==> src/rtl/gpio_pin_bank.sv <==
module gpio_pin_bank #(
  parameter int NPINS = 32,
  parameter int AW    = 6
) (
  input  logic             clk,
  input  logic             rst_n,
  input  logic             wr_en,
  input  logic             wr_lock,
  input  logic [AW-1:0]    addr,
  input  logic [NPINS-1:0] wdata,
  output logic [NPINS-1:0] rdata,
  output logic [NPINS-1:0] pin_level
);
  localparam logic [AW-1:0] A_PIN   = AW'(6'h00);
  localparam logic [AW-1:0] A_DRV   = AW'(6'h04);
  localparam logic [AW-1:0] A_EN    = AW'(6'h08);
  localparam logic [AW-1:0] A_ODM   = AW'(6'h0C);
  localparam logic [AW-1:0] A_INV   = AW'(6'h10);
  localparam logic [AW-1:0] A_PUP   = AW'(6'h14);
  localparam logic [AW-1:0] A_PDN   = AW'(6'h18);
  localparam logic [AW-1:0] A_MSK   = AW'(6'h1C);
  localparam logic [AW-1:0] A_DRVS  = AW'(6'h20);
  localparam logic [AW-1:0] A_DRVC  = AW'(6'h24);
  localparam logic [AW-1:0] A_ENS   = AW'(6'h28);
  localparam logic [AW-1:0] A_ENC   = AW'(6'h2C);
  localparam logic [NPINS-1:0] ONES = '1;

  logic [NPINS-1:0] drv_q, en_q, odm_q, inv_q, pup_q, pdn_q, msk_q;
  logic [NPINS-1:0] tow_pin, pulled, din;
  logic             acc;

  assign acc = wr_en & ~wr_lock;

  always_ff @(posedge clk or negedge rst_n) begin
    if (!rst_n) begin
      drv_q <= '0;
      en_q  <= '0;
      odm_q <= '0;
      inv_q <= '0;
      pup_q <= ONES;
      pdn_q <= '0;
      msk_q <= ONES;
    end else if (acc) begin
      case (addr)
        A_DRV:   drv_q <= wdata;
        A_DRVS:  drv_q <= drv_q | wdata;
        A_DRVC:  drv_q <= drv_q & ~wdata;
        A_EN:    en_q  <= wdata;
        A_ENS:   en_q  <= en_q | wdata;
        A_ENC:   en_q  <= en_q & ~wdata;
        A_ODM:   odm_q <= wdata;
        A_INV:   inv_q <= wdata;
        A_PUP:   pup_q <= wdata;
        A_PDN:   pdn_q <= wdata;
        A_MSK:   msk_q <= wdata;
        default: ;
      endcase
    end
  end

  assign tow_pin   = drv_q ^ inv_q;
  assign pulled    = pup_q & ~pdn_q;
  assign pin_level = (en_q & ~odm_q & tow_pin)
                   | (en_q & odm_q & tow_pin & pulled)
                   | (~en_q & pulled);
  assign din       = (pin_level & msk_q) ^ inv_q;

  always_comb begin
    case (addr)
      A_PIN:   rdata = din;
      A_DRV:   rdata = drv_q;
      A_EN:    rdata = en_q;
      A_ODM:   rdata = odm_q;
      A_INV:   rdata = inv_q;
      A_PUP:   rdata = pup_q;
      A_PDN:   rdata = pdn_q;
      A_MSK:   rdata = msk_q;
      default: rdata = '0;
    endcase
  end
endmodule


==> config.mk <==
export PLATFORM = sky130hd
export DESIGN_NAME = gpio_pin_bank
export DESIGN_NICKNAME = d
export VERILOG_FILES = /design/src/rtl/gpio_pin_bank.sv
export SDC_FILE = /design/constraint.sdc
export NUM_CORES = 1
export LEC_CHECK = 0
export CAP_MARGIN = 10
export CORE_UTILIZATION = 50
export CTS_CLUSTER_SIZE = 28
export DETAILED_ROUTE_END_ITERATION = 10
export PLACE_DENSITY = 0.78
export SLEW_MARGIN = 20
export SYNTH_ARGS = -nofsm -noshare
export SYNTH_HDL_FRONTEND = slang
export SYNTH_SLANG_ARGS = --single-unit
==> constraint.sdc <==
create_clock -name clk -period 3.6 [get_ports clk]
set_input_delay 0.9 -clock clk [delete_from_list [all_inputs] [get_ports clk]]
set_output_delay 0.9 -clock clk [all_outputs]
set_load 0.01 [all_outputs]
==> results.sh <==
export IMPL_status="finished, final reports clean"
export IMPL_final_util=0.6240
export IMPL_chipHeight_microns=161.3
export IMPL_fin_setup_tns_ps=0
export IMPL_tightest_slew_ps=775.0
export IMPL_detail_route_wl_per_cell_microns=22.59
export IMPL_cts_hold_buffers=0
export IMPL_finalCritPeriodShare=0.9940
export IMPL_grt_start_max_net_pins=87
export IMPL_place_congestion=0.8683
export IMPL_synthCells=1127
export IMPL_die_area_sq_mm=0.02602
export IMPL_synthArstFlopShare=1.000
export IMPL_layout_common_cells="dfrtp_1, mux2_2, a22oi_1"
export IMPL_clkTransAtPathRegs_ps=60
export IMPL_crit_start="addr[0]"
export IMPL_ant_nets=0
export IMPL_crit_type="in -> out"
export IMPL_grt_pass1_vias=10166
export IMPL_min_delay_path_class="in -> async"
export IMPL_synth_fp_nets=1169
export IMPL_ys_ff_latch=224
export IMPL_synth_cell_types=39
export IMPL_root_buffer="clkbuf_16"
export IMPL_synth_top_cells_by_area="dfrtp_1, mux2_2, dfstp_2"
export IMPL_p_total_uw=6665
export IMPL_globalRouteTotalUtil=0.2804
export IMPL_initial_core_util=0.5158
export IMPL_critPathMaxFanout=5
export IMPL_hold_ws_ps=435.0
export IMPL_clockBufferDepth=3
export IMPL_area_growth_pct=20.98
export IMPL_end_kind="output pin"
export IMPL_crit_required_ps=2700
export IMPL_grt_pass1_wl_mm=57.07
export IMPL_cts_sinks=224
export IMPL_io_buffer_count=105
export IMPL_fin_skew_ps=0
export IMPL_die_w_microns=161.3
export IMPL_core_area_sq_mm=0.02460
export IMPL_drv_slew=0
export IMPL_drive_above_1_share=0.3486
export IMPL_io_pin_count=106
export IMPL_wirelength_mm=35.97
export IMPL_synth_top_area_cell="dfrtp_1"
export IMPL_max_freq_mhz=279.5
export IMPL_cts_buffers=25
export IMPL_final_common_cell="dfrtp_1"
export IMPL_drc=0
export IMPL_cts_tree="built"
export IMPL_nFillCells=1917
export IMPL_firstDrtPassIters=6
export IMPL_vias=9928
export IMPL_p_per_area_mw_per_mm2=434.1
export IMPL_ys_seq_area_frac=0.4480
export IMPL_cp_start_kind="input pin"
export IMPL_relSlewSlack=0.4834
export IMPL_arrival_ps=2680
export IMPL_hpwl_mm=23.50
export IMPL_antenna_found_initial=0
export IMPL_finalSetupViolations=0
export IMPL_hold_viol=0
export IMPL_ir_worst_vdd_uv=334.2
export IMPL_ctsHtreeMaxLevel=1
export IMPL_p_leak_uw=0.006604
export IMPL_grt_ovfl_total=0
export IMPL_vias_per_cell=6.236
export IMPL_antenna_diode_count=0
export IMPL_clkLatencyLatePin_ps=520
export IMPL_rows=57
export IMPL_r2r_start="inv_q[30]"
export IMPL_syn_area_per_cell_sq_um=11.26
export IMPL_final_net_count=1292
export IMPL_maxCapViolations=0
export IMPL_min_period_ps=3578
export IMPL_ys_flop_type="dfrtp_1"
export IMPL_rsz0062_at_grt="yes"
export IMPL_drt_iter0_markers=908
export IMPL_syn_area_sq_mm=0.01269
export IMPL_yosysWarnings=0
export IMPL_synth_enable_flop_cells=0
export IMPL_synth_top_area_frac=0.3155
-- power breakdown --
group          internal (uW)  switching [uW]  leakage [uW]  total (uW)
Combinational            602             513       0.00338        1110
Sequential              2800             250       0.00283        3050
Clock                   1470            1030      0.000391        2500
Total                   4870            1790       0.00660        6670
-- per-stage QoR --
step	instance area [sq um]	cells	setup WS, ps
after floorplan	12690	1127	216.1
after global placement	14550	1541	-690.9
after detailed placement	14550	1541	-726.5
after CTS	15350	1592	-14.98
after global routing	15350	1592	-3.727
final	15350	1592	21.74
-- worst paths after layout --
check	endpoint	slack, ps	depth (start not counted)
min in group clk	pdn_q[7]	520	1
worst min-delay path	pdn_q[28]	440	1
worst max register to register	inv_q[30]	2740	1
worst max-delay path	rdata[30]	20	6
worst min register to register	pdn_q[7]	520	1
max in group asynchronous	msk_q[20]	2300	2
-- worst max-delay path, stage by stage --
cell and delay, ps:
buf_8 100, or3_4 410, or4_4 530, buf_8 180, o211ai_1 340, buf_2 210
-- synthesized netlist by cell type, drive strengths merged, types with 2 or more instances --
cell	number
a21oi	2
a221oi	32
a22o	32
a22oi	81
buf	26
clkbuf	78
dfrtp	160
dfstp	64
inv	32
mux2	192
mux2i	46
nand2	69
nand2b	68
nor2	2
nor3	4
nor3b	32
nor4b	2
o211ai	32
o21ai	64
o22a	18
o32a	13
or3	3
or4	2
xnor2	64
-- repair_timing --
action,in CTS,in global routing
pin swaps,14,5
buffers inserted,5,0
gates cloned,1,0
resized for setup,152,6
endpoints found under the setup margin,32,22
-- routing by layer --
metal	wire (microns)	vias up	track usage
met5	0	-	0
met4	1136	0	0.1033
met3	2562	86	0.04340
met2	17090	405	0.4536
met1	15180	5054	0.3812
li1	-	4383	-
-- registers in the layout (all words and copies together) (netlist names) --
name,cells
drv_q,32
pdn_q,32
odm_q,32
pup_q,32
msk_q,32
en_q,32
inv_q,32
-- layout make-up --
cell class,instances,area (sq um),area share
Tap cell,324,405.4,0.02640
Sequential cell,224,5685,0.3703
Multi-Input combinational cell,767,6507,0.4238
Timing Repair Buffer,200,1831,0.1192
Clock inverter,9,77.57,0.005053
Clock buffer,36,726.9,0.04735
Inverter,32,120.1,0.007823
-- cells by family after synthesis --
family,Yosys count,synth area share
multiplexers,238,0.2170
AO/OA/AOI/OAI,276,0.1612
flip-flops,224,0.4480
buffers and inverters,136,0.04515
XOR/XNOR,64,0.04417
AND/OR/NAND/NOR,189,0.08449
Power figures use the tool's default switching activity.
